File: config.mk
export PLATFORM = sky130hd
export DESIGN_NAME = cnt_chain
export DESIGN_NICKNAME = d
export VERILOG_FILES = /design/src/rtl/cnt_pkg.sv /design/src/rtl/cnt_stage_next.sv /design/src/rtl/cnt_stage.sv /design/src/rtl/cnt_chain.sv
export SDC_FILE = /design/constraint.sdc
export NUM_CORES = 1
export LEC_CHECK = 0
export BUFFER_PORTS_ARGS = -buffer_cell sky130_fd_sc_hd__buf_2
export CORE_AREA = 2 2 39 41
export DETAILED_ROUTE_END_ITERATION = 8
export DIE_AREA = 0 0 41 43
export PLACE_DENSITY = 0.68
export SYNTH_ARGS = -nofsm -noshare
export SYNTH_HDL_FRONTEND = slang
export SYNTH_SLANG_ARGS = --single-unit
File: constraint.sdc
create_clock -name clk_i -period 1.9 [get_ports clk_i]
set_clock_uncertainty 0.15 [all_clocks]
set_input_delay 0.285 -clock clk_i [delete_from_list [all_inputs] [get_ports clk_i]]
set_output_delay 0.285 -clock clk_i [all_outputs]
set_load 0.03 [all_outputs]
File: src/rtl/cnt_pkg.sv
package cnt_pkg;
  localparam int unsigned STAGE_W_DEF = 4;

  typedef enum logic [1:0] {
    OP_HOLD = 2'd0,
    OP_LOAD = 2'd1,
    OP_INC  = 2'd2
  } stage_op_e;
endpackage

File: src/rtl/cnt_stage_next.sv
module cnt_stage_next
  import cnt_pkg::*;
#(
  parameter int unsigned STAGE_W = STAGE_W_DEF
) (
  input  logic [STAGE_W-1:0] q_i,
  input  logic [STAGE_W-1:0] data_i,
  input  logic               load_ni,
  input  logic               en_p_i,
  input  logic               en_t_i,
  output logic [STAGE_W-1:0] nxt_o
);
  stage_op_e op;

  // load wins over both enables
  always_comb begin
    if (!load_ni)                op = OP_LOAD;
    else if (en_p_i && en_t_i)   op = OP_INC;
    else                         op = OP_HOLD;
  end

  always_comb begin
    unique case (op)
      OP_LOAD: nxt_o = data_i;
      OP_INC:  nxt_o = q_i + STAGE_W'(1);
      default: nxt_o = q_i;
    endcase
  end
endmodule

File: src/rtl/cnt_stage.sv
module cnt_stage
  import cnt_pkg::*;
#(
  parameter int unsigned STAGE_W = STAGE_W_DEF
) (
  input  logic               clk_i,
  input  logic               rst_ni,
  input  logic               load_ni,
  input  logic [STAGE_W-1:0] data_i,
  input  logic               en_p_i,
  input  logic               en_t_i,
  output logic [STAGE_W-1:0] q_o,
  output logic               carry_o
);
  logic [STAGE_W-1:0] q_q, q_d;

  cnt_stage_next #(.STAGE_W(STAGE_W)) u_next (
    .q_i     (q_q),
    .data_i  (data_i),
    .load_ni (load_ni),
    .en_p_i  (en_p_i),
    .en_t_i  (en_t_i),
    .nxt_o   (q_d)
  );

  always_ff @(posedge clk_i or negedge rst_ni) begin
    if (!rst_ni) q_q <= '0;
    else         q_q <= q_d;
  end

  assign q_o     = q_q;
  // terminal carry, gated by en_t only
  assign carry_o = (&q_q) & en_t_i;
endmodule

File: src/rtl/cnt_chain.sv
module cnt_chain
  import cnt_pkg::*;
#(
  parameter int unsigned N_STAGES = 2,
  parameter int unsigned STAGE_W  = STAGE_W_DEF,
  localparam int unsigned W       = N_STAGES * STAGE_W
) (
  input  logic         clk_i,
  input  logic         rst_ni,
  input  logic         load_ni,
  input  logic [W-1:0] data_i,
  input  logic         en_p_i,
  input  logic         en_t_i,
  output logic [W-1:0] q_o,
  output logic         carry_o
);
  // ent[k] feeds stage k; ent[k+1] is stage k's carry
  logic [N_STAGES:0] ent;

  assign ent[0] = en_t_i;

  for (genvar k = 0; k < N_STAGES; k++) begin : g_stage
    cnt_stage #(.STAGE_W(STAGE_W)) u_stage (
      .clk_i   (clk_i),
      .rst_ni  (rst_ni),
      .load_ni (load_ni),
      .data_i  (data_i[k*STAGE_W +: STAGE_W]),
      .en_p_i  (en_p_i),
      .en_t_i  (ent[k]),
      .q_o     (q_o[k*STAGE_W +: STAGE_W]),
      .carry_o (ent[k+1])
    );
  end

  assign carry_o = ent[N_STAGES];
endmodule

# Word-level counts from Yosys, hierarchy flattened
# Index checks and enable logic that the tools add are counted.
dict set report classes {
  n_addsub 2
  n_eq_ne 4
  muxes 6
  bitwise 2
  reduce_logical 6
}
# cell count
set op_table {}
lappend op_table {{$pmux W4 S2} 2}
lappend op_table {{$add A4 B1 Y4 const B} 2}
lappend op_table {{$mux W2} 4}
lappend op_table {{$reduce_and A4 Y1} 2}
lappend op_table {{$eq A2 B1 Y1 const B} 2}
lappend op_table {{$eq A2 B2 Y1 const B} 2}
lappend op_table {{$reduce_bool A2 Y1} 2}
lappend op_table {{$and A1 B1 Y1} 2}
lappend op_table {{$logic_and A1 B1 Y1} 2}
dict set report word_totals {
  register_bits 8
  in_bits 13
}

# Longest topological paths before layout
# Gate-level depths: netlist of run 1.
dict set report depth {
  ltp_word 7
  mapped_depth 4
  depth_no_buf 4
}

# Modules after synthesis
# Synthesis of run 1 repeated with hierarchy kept, for this count alone.
dict set report hier_totals {
  hier_cells 50
  hier_area_um2 440.4
}
# module n_inst cells_each area_each_um2 seq_area_each_um2
set modules_own_cells {}
lappend modules_own_cells {cnt_stage 2 7 112.6 100.1}
lappend modules_own_cells {cnt_stage_next 2 18 107.6 0.0}

# Worst setup path after synthesis of run 1
# Ideal clock, no wire load.
dict set report synth_timing {
  kind {flip-flop to output port}
  from {reg g_stage[0].u_stage.q_q[0]}
  to {out carry_o}
  arrival_ns 1.650
  setup_slack_ns -0.185
  path_stages_with_launch 4
  path_buffers 0
  path_cell_list {dfrtp_1 -> ha_1 -> nand3_4 -> nor3_1}
}
dict set report synth_between {
  elab_chain_len 3
}
# element line
set synth_rtl {}
lappend synth_rtl {{from (decl)} cnt_stage.sv:15} ;# logic [STAGE_W-1:0] q_q, q_d;
lappend synth_rtl {{from (signal assigned)} cnt_stage.sv:28} ;# else q_q <= q_d;
lappend synth_rtl {{$reduce_and A4 Y1} cnt_stage.sv:33} ;# assign carry_o = (&q_q) & en_t_i;
lappend synth_rtl {{$and A1 B1 Y1 (2 in a row)} cnt_stage.sv:33}
lappend synth_rtl {{to (decl)} cnt_chain.sv:15} ;# output logic carry_o
# Every way passes these cells.

# Worst setup path in the final report of run 1
# Same ends and word-level chain as after synthesis.

==> results by group, run 1 <==
Run status
  • Outcome: finished clean

Detailed routing
  • Total wire length: 1.066 mm
  • Drt first-iter violations: 6
  • Via/cell ratio: 5.033
  • TritonRoute pass-1 iters: 4
  • Post-route DRC: 0
  • DR WL/cell: ~12 µm
  • Vias: around 450
  • Detail Route Antenna Nets: 0

Layout
  • Max reg flops: 8
  • Footprint of the multi-input gates: 257.7 µm²
  • P&R area growth vs syn: 34.97%
  • Ant diodes: 0
  • Reg area: 200.2 µm²
  • Fin nets: 91
  • Layout cell share with drive strength beyond 1: a little under 40%
  • Fillers: 146
  • Final Util: between 40% and 50%

STA
  • Final Hold Fails: 0
  • Fin crit share: 94.91%
  • Max-slew violations: 0
  • Worst Max-Slew Pin Slew: 0.2657 ns
  • Setup_tns: 0 ns
  • Setup-failing EPs final: 0
  • Maximum clock frequency: between 500 and 600 MHz
  • Final min period: between 1.5 and 2 ns
  • RSZ-0062 raised after global routing: no
  • Rel. slew slack: slightly above 80%

CTS
  • Max Root-Sink Buffers: 2
  • Clock Pin Slew Worst Setup and Hold Paths: 0.05 ns
  • CTS buffer count: 3
  • Post-CTS Setup Inserts: 0
  • H-tree levels: 1
  • Clock Tree Root: clkbuf_4
  • Clk sink count: 8
  • Clk_lat worst skew: ~0.26 ns
  • TritonCTS clock tree: done

Power
  • PwrDens: 783.9 mW/mm²
  • Switch share: 35.35%
  • Combinational share of power: ~29%
  • Max IR drop VDD: around 0.00037 V
  • Register share of total power: between 40% and 50%
  • Sw Pwr: around 170 µW
  • Clk pwr share: 27.3%
  • Pint: about 310 µW
  • Lkg Pwr: 0.0002692 µW

Synthesis
  • Seq/Total Area, Yosys: around 44%
  • Mapped Cells: 51
  • Synth Area in XOR/XNOR: around 3.8%
  • Yosys reg bits: 8
  • Synth warnings: 0
  • Synth top area share: ~44%
  • Number of synthesized flops with an enable pin: 0
  • Largest area contributor in the netlist: dfrtp_1
  • Distinct cells, synth: 18
  • Synth top cells by count: 8 x dfrtp_1, 8 x nor2_1, 5 x nand3_1
  • Average cell area after synthesis: roughly 9.0 µm²
  • Synth Area in Compound Gates: 17.49%
  • Synth top area cells: dfrtp_1 44%, nor2_1 6.6%, a31oi_1 5.5%, ha_1 5.5%, nand3_1 5.5%
  • Syn Std Cell Area: 457.9 µm²
  • Post-synthesis simple-gate area fraction: between 20 and 30%
  • Post-Synth Adder-Cell Area: around 5.5%
  • Largest family of logic cells by synthesized area: simple AND/OR/NAND/NOR gates
  • Post-synthesis async set-or-reset flop share: 100.0%
  • Post-synthesis mux area share: about 2.2%
  • Post-synth top flop: dfrtp_1
  • Syn Nets: 66

GRT
  • Met1 GRT Util: a little under a fifth
  • Antenna violations before repair: 0
  • GRT Total Usage: roughly 15%
  • Grt peak-use layer: met2
  • Global-route wire length before repair: 1.807 mm
  • M3 GR Usage: about 3.7%
  • Met2 usage: roughly a quarter
  • Vias in the first global route: around 450
  • Grt total ovfl: 0
  • Largest net degree at the start of global routing: 17

Worst setup path
  • Max FO, Critical Path: 9
  • Slowest stage cell, crit path: dfrtp_1
  • R2R depth: 4
  • Critical-path cell list: ha_2 > nand3_4 > nor3_2 > buf_4
  • Crit path largest cell delay: 0.40 ns
  • Startpoint types: flop
  • CP arrival: around 1.4 ns
  • Critical path type: reg -> out
  • CP endpoint kind: output pin
  • Crit path buffers/inverters: 1
  • CP delay by family, top: flip-flops
  • Stages on worst setup path: 4
  • Worst EP required: 1.46 ns

Hold path
  • Hold path cells: 3
  • Hold Crit Class: in -> reg

Floorplanning
  • Top Ports: 22
  • Die Ht: 43 µm
  • Initial core utilization: about 33%
  • Row count: 14
  • DIE AREA: roughly 0.0018 mm²
  • Die W: around 41 µm
  • Core area: between 0.001 and 0.0015 mm²

Placed design
  • Gpl congestion: 0.7251
  • Port Buf Inserts: 21

Flow run
  • Maxcap violations: 0
## logic make-up (layout without fill, tap and decap cells)
group                    Yosys count  after routing
flip-flops                         8              8
adder cells (fa/ha/maj)            2              2
XOR/XNOR                           2              2
multiplexers                       1              1
AND/OR/NAND/NOR                   22             22
AO/OA/AOI/OAI                     14             14
buffers and inverters              2             25
## timing repair
action,4_1_cts,5_1_grt
hold endpoints to repair,8,0
endpoints found under the setup margin,0,1
resized for setup,0,3
hold buffers,1,0
## cell type report
| cell class | count | share of cell area (%) |
|---|---|---|
| Clock buffer | 3 | 3.644 |
| Multi-Input combinational cell | 41 | 41.70 |
| Sequential cell | 8 | 32.39 |
| Tap cell | 16 | 3.239 |
| Timing Repair Buffer | 22 | 19.03 |
## worst register-to-register path, delay by kind of cell, from the launching register on
family          cells  cell delay (ns)
flops               1             0.40
compound gates      1             0.17
fa+ha+maj           1             0.23
simple gates        2             0.63
## cells in the final DEF (no fill, tap or decap)
cell / synthesis / final
nand3_1: 5 / 5
buf_4: 0 / 1
mux2i_1: 1 / 1
a21oi_1: 4 / 4
or3_1: 1 / 1
nor2_1: 8 / 8
clkbuf_4: 0 / 3
or3_2: 2 / 2
dlygate4sd3_1: 0 / 1
buf_2: 0 / 20
nor3_2: 0 / 1
o31ai_1: 1 / 1
a31oi_1: 4 / 4
nand2_1: 3 / 3
o21a_1: 1 / 1
ha_2: 0 / 1
or4_1: 1 / 1
o21ai_0: 4 / 4
ha_1: 2 / 1
nand3_4: 1 / 1
xor2_1: 2 / 2
dfrtp_1: 8 / 8
## per-stage QoR
stage                     worst slack (ns)  power, µW  cells  area, µm²  hold WS, ns
after floorplan                    0.05969      304.0     51      462.9      -0.1606
after global placement              0.2811      348.2     86      580.6     -0.01253
after detailed placement            0.2414      353.7     86      580.6    -0.008468
after CTS                          0.03929      490.8     90      613.1       0.1252
after global routing               0.02265      521.3     90      618.1       0.1390
final                              0.09662      484.5     90      618.1       0.1289
## power groups by stage
stage	Sequential (µW)	Combinational (µW)	Clock, µW
after floorplan	248	56.1	0
after global placement	212	136	0
after detailed placement	213	141	0
after CTS	210	143	138
after global routing	214	160	148
final	210	142	132
## worst paths after layout
check                                                 startpoint                                     to  slack [ns]
setup / recovery           g_stage[0].u_stage.q_o[0]$_DFFE_PN0P_                                carry_o         0.1
hold / removal                                         data_i[1]  g_stage[0].u_stage.q_o[1]$_DFFE_PN0P_        0.13
setup reg to reg           g_stage[0].u_stage.q_o[0]$_DFFE_PN0P_  g_stage[1].u_stage.q_o[3]$_DFFE_PN0P_        0.25
hold reg to reg            g_stage[1].u_stage.q_o[3]$_DFFE_PN0P_  g_stage[1].u_stage.q_o[3]$_DFFE_PN0P_        0.43
max in group asynchronous                                 rst_ni  g_stage[1].u_stage.q_o[0]$_DFFE_PN0P_        1.18
min in group asynchronous                                 rst_ni  g_stage[0].u_stage.q_o[3]$_DFFE_PN0P_        0.25
## per-layer routing
metal / share of wire (%) / wire, µm
met1: 42 / 446
met2: 46 / 494
met3: 8.8 / 94
met4: 2.7 / 29
met5: 0 / 0
Note: power is estimated with default switching activity, not from simulation.
==> run 2: changes to the inputs <==
--- a/config.mk
+++ b/config.mk
@@ -6,10 +6,11 @@
 export NUM_CORES = 1
 export LEC_CHECK = 0
 export BUFFER_PORTS_ARGS = -buffer_cell sky130_fd_sc_hd__buf_2
-export CORE_AREA = 2 2 39 41
+export CORE_MARGIN = 1.5
+export CORE_UTILIZATION = 30
+export CTS_CLUSTER_DIAMETER = 60
 export DETAILED_ROUTE_END_ITERATION = 8
-export DIE_AREA = 0 0 41 43
-export PLACE_DENSITY = 0.68
+export PLACE_DENSITY = 0.62
 export SYNTH_ARGS = -nofsm -noshare
 export SYNTH_HDL_FRONTEND = slang
 export SYNTH_SLANG_ARGS = --single-unit
==> run 2 against run 1 <==
Net effect:
- die area grew 0.39%
- highest routed layer unchanged
- clock power is essentially flat
- worst hold slack lost 0.00052 ns
- setup slack lost 0.0033 ns
- sequential share of layout area shrank 0.32 points
- core utilization grew 1.0 points
- total power grew 0.28%
- sequential cell count is the same
- first-iteration DRC count shrank 50%
- largest power group unchanged
- maximum frequency shrank 0.18%
- clock-buffer cell count is the same
- global-route usage shrank 3.3 points
==> results by group, run 2 (synthesis results as in run 1) <==
Run status
  • Outcome: finished clean (unchanged)

Layout
  • Max reg flops: 8 (unchanged)
  • Fin cells: 90 (unchanged)
  • Most common cell after layout, fill and taps aside: buf_2 (unchanged)
  • Layout cell share with drive strength beyond 1: 40.00% (was 39.19%)
  • Ant diodes: 0 (unchanged)
  • P&R area growth vs syn: 36.34% (was 34.97%)
  • Most frequent cells in the layout: 20 x buf_2, 8 x nor2_1, 8 x dfrtp_1, 5 x nand3_1 (unchanged)
  • Fin nets: 92 (was 91)

GRT
  • Global-route wire length before repair: 1.580 mm (was 1.807 mm)
  • Grt peak-use layer: met2 (unchanged)
  • Grt total ovfl: 0 (unchanged)
  • GRT Total Usage: 12.20% (was 15.45%)
  • Largest net degree at the start of global routing: 17 (unchanged)
  • Met2 usage: 16.88% (was 23.75%)
  • Vias in the first global route: 368 (was 451)
  • Met1 GRT Util: 16.27% (was 18.03%)
  • M3 GR Usage: 2.586% (was 3.665%)
  • Antenna violations before repair: 0 (unchanged)

Power
  • Combinational share of power: 29.9% (was 29.3%)
  • Max IR drop VDD: 0.0002979 V (was 0.0003683 V)
  • Clk pwr share: 27.0% (was 27.3%)
  • Switch share: 34.95% (was 35.35%)
  • Sw Pwr: 169.8 µW (was 171.3 µW)
  • Lkg Pwr: 0.0002733 µW (was 0.0002692 µW)
  • Pint: 316.1 µW (was 313.3 µW)
  • PwrDens: 778.2 mW/mm² (was 783.9 mW/mm²)
  • Register share of total power: 43.1% (was 43.4%)

STA
  • Final Hold Fails: 0 (unchanged)
  • RSZ-0062 raised after global routing: no (unchanged)
  • Max-slew violations: 0 (unchanged)
  • Final min period: 1.807 ns (was 1.803 ns)
  • Rel. slew slack: 82.29% (about the same)
  • Worst Max-Slew Pin Slew: 0.2657 ns (about the same)
  • Setup_tns: 0 ns (unchanged)
  • Fin crit share: 95.09% (was 94.91%)
  • Setup-failing EPs final: 0 (unchanged)
  • Maximum clock frequency: 553.5 MHz (was 554.5 MHz)

Worst setup path
  • Critical path type: reg -> out (unchanged)
  • Worst EP required: 1.46 ns (about the same)
  • Max FO, Critical Path: 9 (unchanged)
  • Reg2Reg Setup Slack: 0.26 ns (was 0.25 ns)
  • CP arrival: 1.37 ns (about the same)
  • Startpoint types: flop (unchanged)
  • CP Launch Point: g_stage[0].u_stage.q_o[1]$_DFFE_PN0P_ (was g_stage[0].u_stage.q_o[0]$_DFFE_PN0P_)
  • CP endpoint kind: output pin (unchanged)
  • Worst reg2reg startpoint: g_stage[0].u_stage.q_o[1]$_DFFE_PN0P_ (was g_stage[0].u_stage.q_o[0]$_DFFE_PN0P_)

CTS
  • CTS buffer count: 3 (unchanged)
  • TritonCTS clock tree: done (unchanged)
  • Clock Tree Root: clkbuf_4 (unchanged)
  • Max Root-Sink Buffers: 2 (unchanged)
  • Clk sink count: 8 (unchanged)
  • H-tree levels: 1 (unchanged)
  • Clk_lat worst skew: 0.25 ns (was 0.26 ns)
  • Clock Pin Slew Worst Setup and Hold Paths: 0.05 ns (about the same)

Detailed routing
  • Drt first-iter violations: 3 (was 6)
  • Detail Route Antenna Nets: 0 (unchanged)
  • Via/cell ratio: 5.022 (was 5.033)
  • TritonRoute pass-1 iters: 5 (was 4)
  • Total wire length: 998 µm (was 1.066 mm)
  • DR WL/cell: 11.09 µm (was 11.84 µm)
  • Vias: 452 (was 453)
  • Post-route DRC: 0 (unchanged)

Floorplanning
  • Row count: 13 (was 14)
  • Die Ht: 42.07 µm (was 43 µm)
  • Top Ports: 22 (unchanged)
  • Initial core utilization: 33.52% (was 33.09%)
  • Core area: 0.001366 mm² (was 0.001384 mm²)
  • Die W: 42.07 µm (was 41 µm)
  • DIE AREA: 0.001770 mm² (was 0.001763 mm²)

Placed design
  • Post-Place Cells: 85 (was 86)
  • Port Buf Inserts: 21 (unchanged)
  • Gpl congestion: 0.7236 (was 0.7251)
  • HPWL after DPL: about 740 µm

Hold path
  • Min-delay src: data_i[0] (was data_i[1])
  • Hold Crit Class: in -> reg (unchanged)

Flow run
  • Maxcap violations: 0 (unchanged)
run 2: changes by cell type in the layout (fill, tap and decap cells not counted):
cell,change
clkbuf_4,+1
run 2: worst max-delay path, stage by stage (launching register included):
cell and delay [ns]:
dfrtp_1 0.38, ha_2 0.22, nand3_4 0.12, nor3_2 0.18, clkbuf_4 0.20
run 2: per-layer routing:
layer | vias to the layer above | wire length [µm]
met3 | 4 | 66
li1 | 236 | -
met2 | 19 | 427
met1 | 193 | 487
met5 | - | 0
met4 | 0 | 17
run 2: repair_timing:
item,4_1_cts,5_1_grt
gates resized for setup,0,2
buffers inserted,0,1
setup endpoints to repair,0,1
hold buffers,1,0
endpoints found under the hold margin,8,0
run 2: final cells by class:
cell class,instances,area [µm²]
Clock buffer,3,22.52
Multi-Input combinational cell,41,257.7
Fill cell,148,742.0
Sequential cell,8,200.2
Timing Repair Buffer,23,125.1
Tap cell,15,18.77
run 2: power groups by stage:
| stage | Sequential [µW] | Clock, µW | Combinational (µW) |
|---|---|---|---|
| after floorplan | 248 | 0 | 56.1 |
| after global placement | 212 | 0 | 137 |
| after detailed placement | 213 | 0 | 139 |
| after CTS | 210 | 140 | 141 |
| after global routing | 213 | 148 | 159 |
| final | 209 | 131 | 145 |
run 2: worst paths after layout:
path                       cells after the start                               endpoint
max                                            4                                carry_o
min                                            3  g_stage[0].u_stage.q_o[0]$_DFFE_PN0P_
max reg2reg                                    4  g_stage[1].u_stage.q_o[3]$_DFFE_PN0P_
min reg2reg                                    2  g_stage[1].u_stage.q_o[3]$_DFFE_PN0P_
max in group asynchronous                      2  g_stage[0].u_stage.q_o[1]$_DFFE_PN0P_
min in group asynchronous                      2  g_stage[1].u_stage.q_o[0]$_DFFE_PN0P_
run 2: per-stage QoR:
step                total power, µW  utilization (%)  setup WS, ns  hold slack [ns]  instance area, µm²
detailed placement            352.1            42.40        0.2416        -0.009624               579.3
CTS                           491.0            44.78       0.04673           0.1208               611.8
floorplan                     304.0                -       0.05969          -0.1606               462.9
global route                  519.2            45.70       0.01425           0.1301               624.3
global placement              349.4            42.40        0.2785         -0.01110               579.3
finish                        485.9            45.70       0.09328           0.1283               624.3
==> run 3: changes to the inputs <==
--- a/config.mk
+++ b/config.mk
@@ -5,12 +5,13 @@
 export SDC_FILE = /design/constraint.sdc
 export NUM_CORES = 1
 export LEC_CHECK = 0
+export ABC_AREA = 1
 export BUFFER_PORTS_ARGS = -buffer_cell sky130_fd_sc_hd__buf_2
 export CORE_MARGIN = 1.5
 export CORE_UTILIZATION = 30
 export CTS_CLUSTER_DIAMETER = 60
 export DETAILED_ROUTE_END_ITERATION = 8
-export PLACE_DENSITY = 0.62
+export PLACE_DENSITY = 0.61
 export SYNTH_ARGS = -nofsm -noshare
 export SYNTH_HDL_FRONTEND = slang
 export SYNTH_SLANG_ARGS = --single-unit
==> run 3 against run 2 <==
Net effect:
- the flow now finishes with violations (DRC)
- register-to-register slack gained 0.27 ns
- sequential power is essentially flat
- routed wire length grew 24%
- total power grew 0.92%
- final cell count grew 20%
- die area grew 12%
- clock power grew 8%
==> results by group, run 3 <==
Worst setup path
  • R2R depth: 7 (was 4)
  • Critical path type: reg -> out (unchanged)
  • Startpoint types: flop (unchanged)
  • Reg2Reg Setup Slack: 0.53 ns (was 0.26 ns)
  • CP delay by family, top: flip-flops (unchanged)
  • Crit path largest cell delay: 0.40 ns (was 0.38 ns)
  • Stages on worst setup path: 4 (unchanged)
  • Crit path buffers/inverters: 1 (unchanged)
  • Worst reg2reg startpoint: g_stage[0].u_stage.q_o[1]$_DFFE_PN0P_ (unchanged)
  • CP Launch Point: g_stage[0].u_stage.q_o[1]$_DFFE_PN0P_ (unchanged)
  • Crit Reg-Reg Endpoint: g_stage[1].u_stage.q_o[2]$_DFFE_PN0P_ (was g_stage[1].u_stage.q_o[3]$_DFFE_PN0P_)
  • CP endpoint kind: output pin (unchanged)
  • Slowest stage cell, crit path: dfrtp_1 (unchanged)
  • CP arrival: 1.36 ns (was 1.37 ns)
  • Worst EP required: 1.46 ns (about the same)
  • Max FO, Critical Path: 5 (was 9)
  • Critical-path cell list: ha_1 > nand2_2 > nor3_2 > clkbuf_4 (was ha_2 > nand3_4 > nor3_2 > clkbuf_4)
  • Worst setup endpoint: carry_o (unchanged)

Floorplanning
  • Die W: 44.45 µm (was 42.07 µm)
  • DIE AREA: 0.001976 mm² (was 0.001770 mm²)
  • Core area: 0.001559 mm² (was 0.001366 mm²)
  • Row count: 14 (was 13)
  • Initial core utilization: 33.07% (was 33.52%)
  • Die Ht: 44.45 µm (was 42.07 µm)
  • Top Ports: 22 (unchanged)

Synthesis
  • Syn Std Cell Area: 515.5 µm² (was 457.9 µm²)
  • Syn Nets: 82 (was 66)
  • Largest area contributor in the netlist: dfrtp_1 (unchanged)
  • Count leader, synth: nand2_1
  • Seq/Total Area, Yosys: 38.83% (was 43.72%)
  • Number of synthesized flops with an enable pin: 0 (unchanged)
  • Synth top area share: 38.83% (was 43.72%)
  • Synth warnings: 0 (unchanged)
  • Distinct cells, synth: 17 (was 18)
  • Yosys reg bits: 8 (unchanged)
  • Average cell area after synthesis: 7.694 µm² (was 8.979 µm²)
  • Post-synth top flop: dfrtp_1 (unchanged)
  • Mapped Cells: 67 (was 51)
  • Synth top area cells: dfrtp_1 39%, nand2_1 16%, nand3_1 13%, nor2_4 6.6%, ha_1 4.9% (was dfrtp_1 44%, nor2_1 6.6%, a31oi_1 5.5%, ha_1 5.5%, nand3_1 5.5%)
  • Post-synthesis async set-or-reset flop share: 100.0% (unchanged)
  • Synth top cells by count: 22 x nand2_1, 13 x nand3_1, 8 x dfrtp_1 (was 8 x dfrtp_1, 8 x nor2_1, 5 x nand3_1)

Layout
  • Max reg flops: 8 (unchanged)
  • Most common cell after layout, fill and taps aside: nand2_1 (was buf_2)
  • P&R area growth vs syn: 32.52% (was 36.34%)
  • Footprint of the multi-input gates: 290.3 µm² (was 257.7 µm²)
  • Fin nets: 109 (was 92)
  • Layout cell share with drive strength beyond 1: 34.78% (was 40.00%)
  • Most frequent cells in the layout: 22 x nand2_1, 20 x buf_2, 13 x nand3_1, 8 x dfrtp_1, 5 x inv_1 (was 20 x buf_2, 8 x nor2_1, 8 x dfrtp_1, 5 x nand3_1)
  • Ant diodes: 0 (unchanged)
  • Reg area: 200.2 µm² (unchanged)
  • Fillers: 171 (was 148)

STA
  • Worst setup margin: 0.1047 ns (was 0.09328 ns)
  • Final min period: 1.795 ns (was 1.807 ns)
  • Final Hold Fails: 0 (unchanged)
  • Fin crit share: 94.49% (was 95.09%)
  • Rel. slew slack: 86.26% (was 82.29%)
  • Worst Max-Slew Pin Slew: 0.2061 ns (was 0.2657 ns)
  • Maximum clock frequency: 557.0 MHz (was 553.5 MHz)
  • Max-slew violations: 0 (unchanged)
  • RSZ-0062 raised after global routing: no (unchanged)
  • Setup-failing EPs final: 0 (unchanged)
  • Setup_tns: 0 ns (unchanged)
  • Worst hold slack: 0.08298 ns (was 0.1283 ns)

Run status
  • Failing checks: DRC
  • Outcome: complete, but fails checks (was finished clean)

Power
  • PwrDens: 717.8 mW/mm² (was 778.2 mW/mm²)
  • Lkg Pwr: 0.0003593 µW (was 0.0002733 µW)
  • Tot Pwr: 490.3 µW (was 485.9 µW)
  • Max IR drop VDD: 0.0004051 V (was 0.0002979 V)

Placed design
  • HPWL after DPL: 924.6 µm (was 741.7 µm)
  • Port Buf Inserts: 21 (unchanged)
  • Gpl congestion: 0.7818 (was 0.7236)
  • Pre-CTS WS: 0.3553 ns (was 0.2416 ns)

Detailed routing
  • Post-route DRC: 4 (was 0)
  • Total wire length: 1.233 mm (was 998 µm)
  • TritonRoute pass-1 iters: 7 (was 5)
  • Vias: 529 (was 452)
  • Detail Route Antenna Nets: 0 (unchanged)
  • Drt first-iter violations: 20 (was 3)
  • Via/cell ratio: 4.898 (was 5.022)
  • DR WL/cell: 11.42 µm (was 11.09 µm)

CTS
  • CTS buffer count: 3 (unchanged)
  • Clk sink count: 8 (unchanged)
  • H-tree levels: 1 (unchanged)
  • Max Root-Sink Buffers: 2 (unchanged)
  • Clock Tree Root: clkbuf_4 (unchanged)
  • TritonCTS clock tree: done (unchanged)
  • Clk_lat worst skew: 0.26 ns (was 0.25 ns)
  • Clock Pin Slew Worst Setup and Hold Paths: 0.06 ns (was 0.05 ns)

GRT
  • Largest net degree at the start of global routing: 11 (was 17)
  • Global-route wire length before repair: 2.152 mm (was 1.580 mm)
  • Vias in the first global route: 514 (was 368)
  • Grt total ovfl: 0 (unchanged)
  • Antenna violations before repair: 0 (unchanged)
  • GRT Total Usage: 15.08% (was 12.20%)

Hold path
  • Hold Crit Class: in -> reg (unchanged)

Flow run
  • Maxcap violations: 0 (unchanged)
[run 3: changes by cell type after synthesis, sizes merged, moves of 2 or more]
cell and delta:
a21oi -3, a31oi -4, clkbuf -2, inv +6
nand2 +21, nand3 +7, nand4 +4, nor2 -5
o21ai -2, or3 -3
[run 3: cell families (layout without fill, tap and decap cells)]
logic type	Yosys count	after routing	share of synthesized area (%)
AOI/OAI and AO/OA	4	4	4.367
xor gates and xnor gates	1	1	1.699
adders and majority gates	2	2	4.854
buffers and inverters	7	32	5.825
DFF	8	8	38.83
and+or+nand+nor	45	45	44.42
[run 3: timing repair]
item,CTS,global route
hold buffers,1,0
endpoints found under the setup margin,0,1
resized for setup,0,1
buffers inserted,0,1
hold endpoints to repair,8,0
[run 3: area by class of cell]
cell class | count | share of cell area [%]
flip-flops and latches | 8 | 29.30
repair buffers | 23 | 18.32
inverters | 6 | 3.663
multi-input cells | 52 | 42.49
well taps | 16 | 2.930
clock buffers | 3 | 3.297
[run 3: worst min-delay path, delay by kind of cell]
kind / cells / cell delay, ns
and+or+nand+nor: 2 / 0.10
buffers and inverters: 1 / 0.07
[run 3: report_power, final]
group | total, µW | switching [µW] | internal, µW
Combinational | 138 | 89.1 | 49.2
Clock | 142 | 68.6 | 73.0
Sequential | 210 | 22.8 | 188
[run 3: worst min path at each step]
stage / startpoint / endpoint / slack, ns / cells past startpoint
finish: data_i[4] / g_stage[1].u_stage.q_o[0]$_DFFE_PN0P_ / 0.08 / 3
global route: data_i[7] / g_stage[1].u_stage.q_o[3]$_DFFE_PN0P_ / 0.10 / 3
CTS: data_i[4] / g_stage[1].u_stage.q_o[0]$_DFFE_PN0P_ / 0.08 / 3
detailed placement: rst_ni / g_stage[1].u_stage.q_o[0]$_DFFE_PN0P_ / -0.006 / 1
global placement: rst_ni / g_stage[1].u_stage.q_o[0]$_DFFE_PN0P_ / -0.002 / 1
floorplan: rst_ni / g_stage[0].u_stage.q_o[0]$_DFFE_PN0P_ / -0.16 / 0
[run 3: metal layers]
layer	GRT usage, %	vias to the layer above	part of all wire [%]
li1	-	277	-
met1	16.92	233	44
met2	26.18	19	49
met3	6.531	0	7.4
met4	3.636	0	0
met5	0	-	0
[run 3: per-stage QoR]
stage / instances / utilization (%) / area [µm²]
floorplan: 67 / - / 520.5
global placement: 103 / 41.09 / 640.6
detailed placement: 103 / 41.09 / 640.6
CTS: 107 / 43.18 / 673.1
global route: 108 / 43.82 / 683.2
finish: 108 / 43.82 / 683.2
